**config.mk**
```make
export PLATFORM = sky130hd
export DESIGN_NAME = cfg_serial_port
export DESIGN_NICKNAME = d
export VERILOG_FILES = /design/src/rtl/cfgsp_pkg.sv /design/src/rtl/cfgsp_frame.sv /design/src/rtl/cfgsp_regs.sv /design/src/rtl/cfgsp_dout.sv /design/src/rtl/cfg_serial_port.sv
export SDC_FILE = /design/constraint.sdc
export NUM_CORES = 1
export LEC_CHECK = 0
export ABC_AREA = 0
export BUFFER_PORTS_ARGS = -buffer_cell sky130_fd_sc_hd__buf_2
export CORE_MARGIN = 10
export CORE_UTILIZATION = 54
export CTS_BUF_LIST = sky130_fd_sc_hd__clkbuf_4 sky130_fd_sc_hd__clkbuf_8
export DETAILED_ROUTE_END_ITERATION = 8
export MAX_ROUTING_LAYER = met4
export PLACE_DENSITY_LB_ADDON = 0.3
export RECOVER_POWER = 25
export SLEW_MARGIN = 40
export SYNTH_ARGS = -nofsm -noshare
export SYNTH_HDL_FRONTEND = slang
export SYNTH_SLANG_ARGS = --single-unit
```
**constraint.sdc**
```tcl
create_clock -name clk -period 2.15 [get_ports clk]
set_input_delay 0.215 -clock clk [delete_from_list [all_inputs] [get_ports clk]]
set_output_delay 0.215 -clock clk [all_outputs]
set_load 0.005 [all_outputs]
```
**src/rtl/cfgsp_pkg.sv**
```systemverilog
`timescale 1ns/1ps
package cfgsp_pkg;
  localparam int FRAME_BITS = 16;
  localparam int HDR_BITS   = 8;
  localparam int ADDR_W     = 5;
  localparam int DATA_W     = 8;
  localparam int CTRL_W     = 6;

  typedef enum logic [1:0] {TGT_NONE = 2'd0, TGT_CTRL = 2'd1, TGT_STAT = 2'd2} tgt_e;
  typedef enum logic [1:0] {MODE_DS3 = 2'd0, MODE_E3 = 2'd1, MODE_STS1 = 2'd2} mode_e;

  // Register targeted by a header; NONE when reserved bit or channel fails.
  function automatic tgt_e decode_target(logic [ADDR_W-1:0] addr, logic rsvd,
                                         logic [1:0] strap);
    if (rsvd || addr[4:3] == 2'b11 || addr[4:3] != strap) return TGT_NONE;
    case (addr[2:0])
      3'b110:  return TGT_CTRL;
      3'b111:  return TGT_STAT;
      default: return TGT_NONE;
    endcase
  endfunction

  // E3 select wins over STS-1 select.
  function automatic mode_e decode_mode(logic sts1_sel, logic e3_sel);
    if (e3_sel)   return MODE_E3;
    if (sts1_sel) return MODE_STS1;
    return MODE_DS3;
  endfunction
endpackage

```
**src/rtl/cfgsp_frame.sv**
```systemverilog
`timescale 1ns/1ps
module cfgsp_frame #(
  parameter int FRAME_BITS = cfgsp_pkg::FRAME_BITS,
  localparam int CNT_W = $clog2(FRAME_BITS + 1),
  localparam int IDX_W = $clog2(FRAME_BITS)
) (
  input  logic                  clk,
  input  logic                  rst_n,
  input  logic                  cs_n,
  input  logic                  sclk_rise,
  input  logic                  sdi,
  output logic [CNT_W-1:0]      bit_cnt,
  output logic [FRAME_BITS-1:0] frame_bits,
  output logic                  frame_done
);
  always_ff @(posedge clk or negedge rst_n) begin
    if (!rst_n) begin
      bit_cnt    <= '0;
      frame_bits <= '0;
      frame_done <= 1'b0;
    end else begin
      frame_done <= 1'b0;
      if (cs_n) begin
        bit_cnt <= '0;
      end else if (sclk_rise && bit_cnt < CNT_W'(FRAME_BITS)) begin
        frame_bits[bit_cnt[IDX_W-1:0]] <= sdi;
        bit_cnt    <= bit_cnt + 1'b1;
        frame_done <= (bit_cnt == CNT_W'(FRAME_BITS - 1));
      end
    end
  end
endmodule

```
**src/rtl/cfgsp_regs.sv**
```systemverilog
`timescale 1ns/1ps
module cfgsp_regs #(
  parameter int CTRL_W = cfgsp_pkg::CTRL_W
) (
  input  logic              clk,
  input  logic              rst_n,
  input  logic              wr_en,
  input  logic [CTRL_W-1:0] wr_data,
  output logic [CTRL_W-1:0] ctrl_q,
  output logic [1:0]        line_mode
);
  always_ff @(posedge clk or negedge rst_n) begin
    if (!rst_n)     ctrl_q <= '0;
    else if (wr_en) ctrl_q <= wr_data;
  end

  assign line_mode = cfgsp_pkg::decode_mode(ctrl_q[CTRL_W-1], ctrl_q[CTRL_W-2]);
endmodule

```
**src/rtl/cfgsp_dout.sv**
```systemverilog
`timescale 1ns/1ps
module cfgsp_dout #(
  parameter int DATA_W     = cfgsp_pkg::DATA_W,
  parameter int HDR_BITS   = cfgsp_pkg::HDR_BITS,
  parameter int FRAME_BITS = cfgsp_pkg::FRAME_BITS,
  localparam int CNT_W = $clog2(FRAME_BITS + 1)
) (
  input  logic              clk,
  input  logic              rst_n,
  input  logic              cs_n,
  input  logic              sclk_fall,
  input  logic [CNT_W-1:0]  bit_cnt,
  input  logic              rd_ok,
  input  logic [DATA_W-1:0] rd_value,
  output logic              sdo,
  output logic              sdo_oe
);
  logic [DATA_W-1:0] shreg;

  always_ff @(posedge clk or negedge rst_n) begin
    if (!rst_n) begin
      sdo    <= 1'b0;
      sdo_oe <= 1'b0;
      shreg  <= '0;
    end else if (cs_n) begin
      sdo_oe <= 1'b0;
    end else if (sclk_fall) begin
      if (bit_cnt == CNT_W'(HDR_BITS) && rd_ok) begin
        sdo_oe <= 1'b1;
        sdo    <= rd_value[0];
        shreg  <= rd_value >> 1;
      end else if (bit_cnt == CNT_W'(FRAME_BITS)) begin
        sdo_oe <= 1'b0;
      end else if (sdo_oe) begin
        sdo   <= shreg[0];
        shreg <= shreg >> 1;
      end
    end
  end
endmodule

```
**src/rtl/cfg_serial_port.sv**
```systemverilog
`timescale 1ns/1ps
module cfg_serial_port
  import cfgsp_pkg::*;
#(
  parameter int FRAME_BITS = cfgsp_pkg::FRAME_BITS,
  parameter int HDR_BITS   = cfgsp_pkg::HDR_BITS,
  parameter int DATA_W     = cfgsp_pkg::DATA_W,
  parameter int CTRL_W     = cfgsp_pkg::CTRL_W
) (
  input  logic              clk,
  input  logic              rst_n,
  input  logic              sclk,
  input  logic              cs_n,
  input  logic              sdi,
  input  logic [1:0]        chan_strap,
  input  logic              limit_flag,
  output logic              sdo,
  output logic              sdo_oe,
  output logic [CTRL_W-1:0] ctrl_out,
  output logic [1:0]        line_mode
);
  localparam int CNT_W    = $clog2(FRAME_BITS + 1);
  localparam int RW_POS   = 0;
  localparam int ADDR_LO  = 1;
  localparam int RSVD_POS = ADDR_LO + ADDR_W;
  localparam int IGN_POS  = RSVD_POS + 1;

  logic                  sclk_q;
  logic                  sclk_rise, sclk_fall;
  logic [CNT_W-1:0]      bit_cnt;
  logic [FRAME_BITS-1:0] frame_bits;
  logic                  frame_done;
  logic                  hdr_rw;
  logic [ADDR_W-1:0]     hdr_addr;
  tgt_e                  target;
  logic                  rd_ok, wr_commit;
  logic [DATA_W-1:0]     rd_value, wr_byte;
  logic                  ign_bit_unused;

  always_ff @(posedge clk or negedge rst_n) begin
    if (!rst_n) sclk_q <= 1'b0;
    else        sclk_q <= sclk;
  end

  assign sclk_rise = ~cs_n & sclk & ~sclk_q;
  assign sclk_fall = ~cs_n & ~sclk & sclk_q;

  cfgsp_frame #(.FRAME_BITS(FRAME_BITS)) u_frame (
    .clk(clk), .rst_n(rst_n), .cs_n(cs_n), .sclk_rise(sclk_rise), .sdi(sdi),
    .bit_cnt(bit_cnt), .frame_bits(frame_bits), .frame_done(frame_done)
  );

  assign hdr_rw         = frame_bits[RW_POS];
  assign hdr_addr       = frame_bits[ADDR_LO +: ADDR_W];
  assign wr_byte        = frame_bits[HDR_BITS +: DATA_W];
  assign ign_bit_unused = frame_bits[IGN_POS];
  assign target         = decode_target(hdr_addr, frame_bits[RSVD_POS], chan_strap);
  assign rd_ok          = hdr_rw && (target != TGT_NONE);
  assign wr_commit      = frame_done && !hdr_rw && (target == TGT_CTRL);
  assign rd_value       = (target == TGT_CTRL) ? {{(DATA_W-CTRL_W){1'b0}}, ctrl_out}
                                               : {{(DATA_W-1){1'b0}}, limit_flag};

  cfgsp_regs #(.CTRL_W(CTRL_W)) u_regs (
    .clk(clk), .rst_n(rst_n), .wr_en(wr_commit), .wr_data(wr_byte[CTRL_W-1:0]),
    .ctrl_q(ctrl_out), .line_mode(line_mode)
  );

  cfgsp_dout #(.DATA_W(DATA_W), .HDR_BITS(HDR_BITS), .FRAME_BITS(FRAME_BITS)) u_dout (
    .clk(clk), .rst_n(rst_n), .cs_n(cs_n), .sclk_fall(sclk_fall), .bit_cnt(bit_cnt),
    .rd_ok(rd_ok), .rd_value(rd_value), .sdo(sdo), .sdo_oe(sdo_oe)
  );
endmodule

```
==> results of run 1 <==
==> sequential cells by signal, summed over array words and instances, names as in the netlist <==
signal,count
u_regs.ctrl_q,6
u_frame.frame_bits,13
sclk_q,1
u_dout.sdo_oe,1
u_dout.shreg,5
u_frame.frame_done,1
u_dout.sdo,1
u_frame.bit_cnt,5
==> critical path: stages, from the launching register on <==
cell and delay (ns):
dfrtp_1 0.45, inv_1 0.12, ha_1 0.18, nand4_1 0.14
nor4_4 0.39, mux2_2 0.38, mux2_2 0.25
==> power by group through the flow <==
| stage | sequential, W | clock [W] | combinational, W |
|---|---|---|---|
| after floorplan | 0.000662 | 0 | 0.0000506 |
| after global placement | 0.000665 | 0 | 0.0000805 |
| after detailed placement | 0.000666 | 0 | 0.0000848 |
| after CTS | 0.000654 | 0.000354 | 0.0000856 |
| after global routing | 0.000658 | 0.000381 | 0.0000955 |
| final | 0.000655 | 0.000340 | 0.0000841 |
==> cell usage in the layout (no fill, tap or decap), types with 5 or more instances in the layout <==
cell type,count
ha_1,5
nand3_1,7
clkbuf_4,6
and2_1,5
inv_1,5
dfrtp_1,33
buf_4,5
nor2_1,11
mux2_2,24
nand2_1,14
buf_2,15
mux2i_1,6
==> routing by layer <==
metal  part of all wire, %  vias to the layer above  wire [µm]
li1                      -                      529          -
met1                    42                      550       1300
met2                    51                       18       1600
met3                   5.3                        6        166
met4                   1.3                        0         42
met5                     0                        -          0
==> what timing repair did <==
item / CTS / global route
hold endpoints to repair: 33 / 0
hold buffers: 1 / 0
resized for setup: 0 / 0
==> cell type report <==
type	count	area [µm²]	area share, %
Clock buffer	6	45.0	2.45
Clock inverter	2	10.0	0.543
Inverter	5	18.8	1.02
Multi-Input combinational cell	98	772	41.9
Sequential cell	33	826	44.8
Tap cell	31	38.8	2.11
Timing Repair Buffer	23	131	7.13
==> worst min-delay path by stage <==
| stage | end | slack [ns] | depth (start not counted) |
|---|---|---|---|
| floorplan | sclk_q$_DFF_PN0_ | -0.08 | 0 |
| global route | sclk_q$_DFF_PN0_ | 0.03 | 1 |
| global placement | u_regs.ctrl_q[1]$_DFFE_PN0P_ | 0.30 | 1 |
| finish | sclk_q$_DFF_PN0_ | 0.04 | 1 |
| detailed placement | u_regs.ctrl_q[0]$_DFFE_PN0P_ | 0.31 | 1 |
| CTS | sclk_q$_DFF_PN0_ | 0.02 | 1 |
==> per-stage QoR <==
step / std cells / hold slack (ns) / utilization [%] / setup slack [ns] / total power, W
final: 198 / 0.0408 / 65.1 / 0.139 / 0.00108
after global placement: 189 / 0.297 / 62.8 / 0.254 / 0.000746
after global routing: 198 / 0.0329 / 65.1 / 0.0289 / 0.00113
after CTS: 198 / 0.0216 / 65.1 / 0.122 / 0.00109
after detailed placement: 189 / 0.310 / 62.8 / 0.129 / 0.000751
after floorplan: 140 / -0.0806 / - / 0.0771 / 0.000713
==> kinds of logic after synthesis <==
family | Yosys count | share of synthesized area, %
adder cells (fa/ha/maj) | 5 | 3.83
multiplexers | 30 | 20.2
AND/OR/NAND/NOR | 53 | 18.5
flip-flops | 33 | 50.5
buffers and inverters | 9 | 2.30
XOR/XNOR | 4 | 2.14
AO/OA/AOI/OAI | 6 | 2.52
==> reports/results.tsv, run 1 <==
metric	value	unit
final_hold_viol_count	0	
synth-edff-count	0	
vias	1103	
max-vdd-ir-drop	0.422	mV
drt_iter0_drc	54	
yosysMostFrequentCell	dfrtp_1	
die_w	75.0	µm
tightest_slew	0.797	ns
period_share	93.5	%
first_pass_iters	4	
drc	0	
io_pins	18	
power_density	586	nW/µm²
grt_max_degree	34	
r2r_cells	6	
die_h	75.0	µm
grt.overflow.total	0	
synthTopCellsByArea	dfrtp_1 50%, mux2_2 17%, ha_1 3.8%	
clockBufferDepth	2	
yosysTopAreaCell	dfrtp_1	
worstReg2RegEnd	u_dout.sdo$_DFFE_PN0P_	
placed_cell_area	1780	µm²
worstPathRequired	2.38	ns
timing.rr.start	u_frame.bit_cnt[0]$_DFFE_PN0P_	
numPortBuffers	17	
finalMaxSlewViolations	0	
hpwl	2.37	mm
fin_skew	0.00518	ns
worstSetupEndpoint	u_dout.sdo$_DFFE_PN0P_	
p_switching	0.000267	W
postSynthAreaPerCell	11.7	µm²
p_int	0.000812	W
synth_cells	140	
clkPwrFrac	31.5	%
cts_setup_buffers	0	
grt_pass1_wl	5.42	mm
synth-seq-cells	33	
crit_arrival	2.24	ns
synth_fp_nets	153	
fillCellCount	225	
p_comb_share	7.8	%
status	finished clean	
worstSetupPathType	flop to flop	
track_usage	12.9	%
cap_violations	0	
first_global_vias	1145	
tns	0	ns
use_met3	4.60	%
initial_core_util	57.8	%
synthesis.area	1640	µm²
cts.sinks	33	
synth_cell_types	29	
gr-usage-met1	14.8	%
fin_area	1840	µm²
rsz0062_at_grt	no	
use_met2	20.6	%
synth-async-reset-ratio	100	%
grt_busiest_layer	met2	
route.detailed.wl_per_inst	15.7	µm
routed_wl	3.12	mm
yosysSeqAreaShare	50.5	%
cts_tree	built	
layout.nets	179	
critPathCaptureType	flop	
via_per_inst	5.57	
ant_nets	0	
critPathLaunchType	flop	
power_frac_seq	60.7	%
cp_max_fo	6	
layout-drive-gt1-share	34.1	%
antenna_cells	0	
ys_warn_count	0	
gp_congestion	0.848	
swShare	24.8	%
setup_violations	0	
r2r_slack	0.14	ns
clk_pin_slew	0.10	ns
hold_start	sclk	
clkLatencyLatePin	0.34	ns
startpoint	u_frame.bit_cnt[0]$_DFFE_PN0P_	
antenna_found_initial	0	
synth.top_cell.area_share	50.5	%
die_area	5630	µm²
synth_top_cells_by_count	33 x dfrtp_1, 24 x mux2_2, 14 x nand2_1, 11 x nor2_1, 7 x nand3_1	
slew_headroom	46.9	%
root_buffer	clkbuf_4	
htreeDepth	2	
syn_to_final_growth	12.6	%
leakagePower	0.922	nW
hp-class	input pin to flop	
cts_made_buffers	5	
synthFlopType	dfrtp_1	
num_rows	19	
coreArea	2830	µm²
min_period	2.01	ns
max_freq	497	MHz
No activity file was read; power rests on OpenSTA's default activity.
==> inputs of run 2 (changes only) <==
MAX_ROUTING_LAYER = not set   (was met4)
==> run 2 against run 1 <==
Against the previous run: non-clock buffer count unchanged; register-to-register slack is essentially flat; maximum frequency about the same.
==> reports/results.tsv, run 2 (synthesis gave the netlist of run 1 again) <==
metric	value	unit	change
via_per_inst	5.57		unchanged
drc	0		unchanged
grt.overflow.total	0		unchanged
num_rows	19		unchanged
drt_iter0_drc	57		+5.6%
highest_layer	met4		
slew_headroom	46.3	%	-0.58 points
clk_pin_slew	0.10	ns	about the same
critPathLaunchType	flop		
max_freq	497	MHz	about the same
largest_reg_flops	13		unchanged
power_density	586	nW/µm²	about the same
worstSetupPathType	flop to flop		
top_register	u_frame.frame_bits		
die_w	75.0	µm	unchanged
antenna_found_initial	0		unchanged
r2r_cells	6		unchanged
root_buffer	clkbuf_4		
holdWs	0.0408	ns	-0.0000310 ns
cp_common_cell	mux2_2		
placed_cell_area	1780	µm²	unchanged
fin_area	1840	µm²	unchanged
cts_made_buffers	5		unchanged
die_h	75.0	µm	unchanged
cap_violations	0		unchanged
grt_max_degree	34		unchanged
clockBufferDepth	2		unchanged
initial_core_util	57.8	%	unchanged
rsz0062_at_grt	no		
instances_no_fill	198		unchanged
min_period	2.01	ns	-0.000302 ns
r2r_slack	0.14	ns	about the same
hpwl	2.37	mm	unchanged
first_pass_iters	4		unchanged
dp_cells	189		unchanged
met3_length	175	µm	+5.4%
crit_family	multiplexers		
timing.rr.start	u_frame.bit_cnt[0]$_DFFE_PN0P_		
reg_top3	u_frame.frame_bits: 13 flops, u_regs.ctrl_q: 6 flops		
max-vdd-ir-drop	0.421	mV	-0.11%
period_share	93.5	%	about the same
cts_setup_buffers	0		unchanged
final_common_cell	dfrtp_1		
layout_common_cells	33 x dfrtp_1, 24 x mux2_2, 15 x buf_2		
layout.nets	179		unchanged
setup_violations	0		unchanged
tightest_slew	0.806	ns	+0.00868 ns
coreArea	2830	µm²	unchanged
final_hold_viol_count	0		unchanged
gp_congestion	0.835		-1.5%
crit_path_top_delay_cell	dfrtp_1		
syn_to_final_growth	12.6	%	unchanged
dr_wl_met2	1.60	mm	-0.19%
worstPathRequired	2.38	ns	about the same
status	finished clean		
finalMaxSlewViolations	0		unchanged
die_area	5630	µm²	unchanged
fin_skew	0.00538	ns	+0.000204 ns
antenna_cells	0		unchanged
ant_nets	0		unchanged
numPortBuffers	17		unchanged
leakagePower	0.922	nW	unchanged
cts.sinks	33		unchanged
cp_num_buf_inv	1		unchanged
clkLatencyLatePin	0.34	ns	about the same
path_cells	inv_1, ha_1, nand4_1, nor4_4, mux2_2, mux2_2		
startpoint	u_frame.bit_cnt[0]$_DFFE_PN0P_		
routed_wl	3.12	mm	+0.16%
critPathCaptureType	flop		
grt_pass1_wl	5.42	mm	unchanged
track_usage	12.6	%	-0.38 points
vias	1103		unchanged
critical_path_cell_count	6		unchanged
io_pins	18		unchanged
drt-met1-wl	1.30	mm	about the same
crit_arrival	2.24	ns	about the same
route.detailed.wl_per_inst	15.8	µm	+0.16%
worstReg2RegEnd	u_dout.sdo$_DFFE_PN0P_		
htreeDepth	2		unchanged
worstSetupEndpoint	u_dout.sdo$_DFFE_PN0P_		
cp_max_fo	6		unchanged
hp-class	input pin to flop		
first_global_vias	1146		+0.087%
layout-drive-gt1-share	34.1	%	unchanged
cts_tree	built		
tns	0	ns	unchanged
slowest_delay	0.45	ns	about the same
run 2: cell counts in the layout (fill, tap and decap cells not counted):
Identical to the previous run, type by type.
run 2: worst min path at each step:
| stage | startpoint | end | slack [ns] | cells after the start |
|---|---|---|---|---|
| finish | sclk | sclk_q$_DFF_PN0_ | 0.04 | 1 |
| global route | sclk | sclk_q$_DFF_PN0_ | 0.03 | 1 |
| CTS | sclk | sclk_q$_DFF_PN0_ | 0.02 | 1 |
| detailed placement | rst_n | u_regs.ctrl_q[0]$_DFFE_PN0P_ | 0.31 | 1 |
| global placement | rst_n | u_regs.ctrl_q[1]$_DFFE_PN0P_ | 0.30 | 1 |
| floorplan | rst_n | sclk_q$_DFF_PN0_ | -0.08 | 0 |
run 2: per-layer routing:
layer	vias to the layer above	GRT usage, %
met2	18	20.6
li1	529	-
met1	550	14.7
met5	-	0
met3	6	4.73
met4	0	4.62
run 2: area by class of cell:
cell class                 instances  area (µm²)
multi-input combinational         98         772
clock inverter                     2        10.0
clock buffer                       6        45.0
inverter                           5        18.8
sequential                        33         826
tap                               31        38.8
timing repair buffer              23         131
fill                             225         987
run 2: power by group:
part           internal [W]  switching [W]
clock              0.000137       0.000203
sequential         0.000639      0.0000159
combinational     0.0000361      0.0000481
total              0.000812       0.000267
run 2: per-stage QoR:
stage                     power (W)  setup slack [ns]  util [%]
after CTS                   0.00109             0.122      65.1
after global routing        0.00113            0.0289      65.1
after detailed placement   0.000751             0.129      62.8
final                       0.00108             0.139      65.1
after global placement     0.000746             0.254      62.8
after floorplan            0.000713            0.0771         -
run 2: what timing repair did:
action,in CTS,in global routing
hold buffers,1,0
hold endpoints to repair,33,0
resized for setup,0,0
run 2: worst reg2reg max path, cell delays in order (launching register included):
cell and delay [ns]:
dfrtp_1 0.45, inv_1 0.12, ha_1 0.18, nand4_1 0.14, nor4_4 0.39, mux2_2 0.38
mux2_2 0.25
==> inputs of run 3 (changes only) <==
clock period = 1.8 ns   (was 2.15 ns; I/O delays follow)
==> run 3 against run 2 <==
Against the previous run: cell count rose by 5.1%; worst setup slack got worse by 0.12 ns; cell area rose by 6.2%; critical endpoint unchanged; largest cell class unchanged.
==> reports/results.tsv, run 3 (synthesis gave the netlist of run 1 again) <==
metric	value	unit	change
coreArea	2830	µm²	unchanged
crit_arrival	2.01	ns	-0.23 ns
clkLatencyLatePin	0.33	ns	about the same
max-vdd-ir-drop	0.472	mV	+12%
worstPathRequired	2.03	ns	-0.35 ns
grt_pass1_wl	5.51	mm	+1.5%
cp_max_fo	3		-3
timing.rr.start	u_frame.frame_bits[4]$_DFFE_PN0P_		
numPortBuffers	17		unchanged
final_hold_viol_count	0		unchanged
syn_to_final_growth	19.7	%	
track_usage	12.9	%	+0.34 points
worstReg2RegEnd	u_dout.sdo$_DFFE_PN0P_		
route.detailed.wl_per_inst	15.6	µm	-1.1%
first_pass_iters	4		unchanged
initial_core_util	57.8	%	unchanged
cts_made_buffers	5		unchanged
r2r_cells	5		-1
cts_tree	built		
htreeDepth	2		unchanged
setup_ws	0.0174	ns	-0.122 ns
final_common_cell	dfrtp_1		
first_global_vias	1196		+4.4%
antenna_cells	0		unchanged
grt_max_degree	34		unchanged
critPathLaunchType	flop		
startpoint	u_frame.frame_bits[4]$_DFFE_PN0P_		
antenna_found_initial	0		unchanged
largest_reg_flops	13		unchanged
die_area	5630	µm²	unchanged
instances_no_fill	208		+5.1%
cts.sinks	33		unchanged
cts_setup_buffers	0		unchanged
die_h	75.0	µm	unchanged
fillCellCount	226		+0.44%
max_freq	561	MHz	+13%
critPathCaptureType	flop		
cap_violations	0		unchanged
leakagePower	0.977	nW	+6.0%
clockBufferDepth	2		unchanged
slowest_delay	0.41	ns	-0.04 ns
path_cells	and4bb_1, a21oi_2, nor4_4, mux2_4, mux2_2		
layout_common_cells	33 x dfrtp_1, 22 x mux2_2, 15 x buf_2		
top_register	u_frame.frame_bits		
drc	0		unchanged
hp-class	input pin to flop		
place_ws	0.0327	ns	-0.0967 ns
layout.nets	189		+5.6%
status	finished clean		
rsz0062_at_grt	yes		
hold_depth	2		+1
worstSetupEndpoint	u_dout.sdo$_DFFE_PN0P_		
worstSetupPathType	flop to flop		
fin_skew	0.00758	ns	+0.00220 ns
dp_cells	198		+4.8%
via_per_inst	5.48		-1.6%
min_period	1.78	ns	-0.228 ns
tightest_slew	0.793	ns	-0.0125 ns
routed_wl	3.24	mm	+3.8%
num_rows	19		unchanged
hpwl	2.50	mm	+5.8%
multi_input_area	810	µm²	+4.9%
power_density	663	nW/µm²	+13%
finalMaxSlewViolations	0		unchanged
gp_congestion	0.777		-6.9%
root_buffer	clkbuf_4		
slew_headroom	47.1	%	+0.83 points
die_w	75.0	µm	unchanged
io_pins	18		unchanged
period_share	99.0	%	+5.5 points
ff_latch_area	826	µm²	unchanged
grt.overflow.total	0		unchanged
drt_iter0_drc	36		-37%
r2r_slack	0.02	ns	-0.12 ns
reg_top3	u_frame.frame_bits: 13 flops, u_regs.ctrl_q: 6 flops		
layout-drive-gt1-share	40.1	%	+6.0 points
clk_pin_slew	0.11	ns	about the same
ant_nets	0		unchanged
crit_path_top_delay_cell	dfrtp_1		
vias	1140		+3.4%
setup_violations	0		unchanged
==> run 3: cell count changes in the layout (fill, tap and decap cells not counted), sizes merged <==
cell	delta
clkbuf	-1
buf	+9
dlygate4sd3	+1
clkinvlp	+1
==> run 3: worst min path at each step <==
| stage | start | to | slack (ns) |
|---|---|---|---|
| 6_report | cs_n | u_dout.sdo_oe$_DFFE_PN0P_ | 0.14 |
| 5_1_grt | cs_n | u_dout.sdo_oe$_DFFE_PN0P_ | 0.13 |
| 4_1_cts | cs_n | u_dout.sdo_oe$_DFFE_PN0P_ | 0.12 |
| 3_5_place_dp | rst_n | u_dout.shreg[3]$_DFFE_PN0P_ | 0.27 |
| 3_3_place_gp | rst_n | u_dout.shreg[1]$_DFFE_PN0P_ | 0.26 |
| 2_1_floorplan | rst_n | sclk_q$_DFF_PN0_ | -0.12 |
==> run 3: power breakdown <==
| group | internal [W] | total, W | switching, W |
|---|---|---|---|
| clock network | 0.000147 | 0.000400 | 0.000253 |
| logic | 0.0000539 | 0.000115 | 0.0000614 |
| registers | 0.000763 | 0.000781 | 0.0000179 |
| total | 0.000964 | 0.00130 | 0.000333 |
==> run 3: stage by stage <==
step / power, W / util (%) / TNS [ns] / cell area [µm²] / hold WS [ns]
final: 0.00130 / 69.2 / 0 / 1960 / 0.136
after global routing: 0.00137 / 69.2 / -0.210 / 1960 / 0.126
after CTS: 0.00131 / 68.7 / 0 / 1940 / 0.120
after detailed placement: 0.000908 / 66.1 / 0 / 1870 / 0.272
after global placement: 0.000902 / 66.1 / 0 / 1870 / 0.264
after floorplan: 0.000857 / - / -0.154 / 1660 / -0.116
==> run 3: final cells by class <==
type | count | share of cell area [%]
multi-input cells | 98 | 41.4
clock buffers | 5 | 1.92
flip-flops and latches | 33 | 42.2
well taps | 31 | 1.98
inverters | 5 | 0.959
repair buffers | 33 | 10.7
clock inverters | 3 | 0.895
==> run 3: per-layer routing <==
metal  vias up  global-route usage, %  wire length, µm
met1       566                   15.2             1370
met5         -                      0                0
li1        552                      -                -
met3         5                   3.15              158
met2        17                   21.2             1660
met4         0                   6.93               52
==> run 3: worst max-delay path, delay by kind of cell, from the launching register on <==
family / cells / cell delay (ns)
AND/OR/NAND/NOR: 2 / 0.64
multiplexers: 2 / 0.59
flip-flops: 1 / 0.41
AO/OA/AOI/OAI: 1 / 0.06
==> run 3: repair_timing <==
item | in CTS | in global routing
hold buffers | 2 | 0
gates resized for setup | 0 | 2
hold endpoints to repair | 34 | 0
setup endpoints to repair | 0 | 5
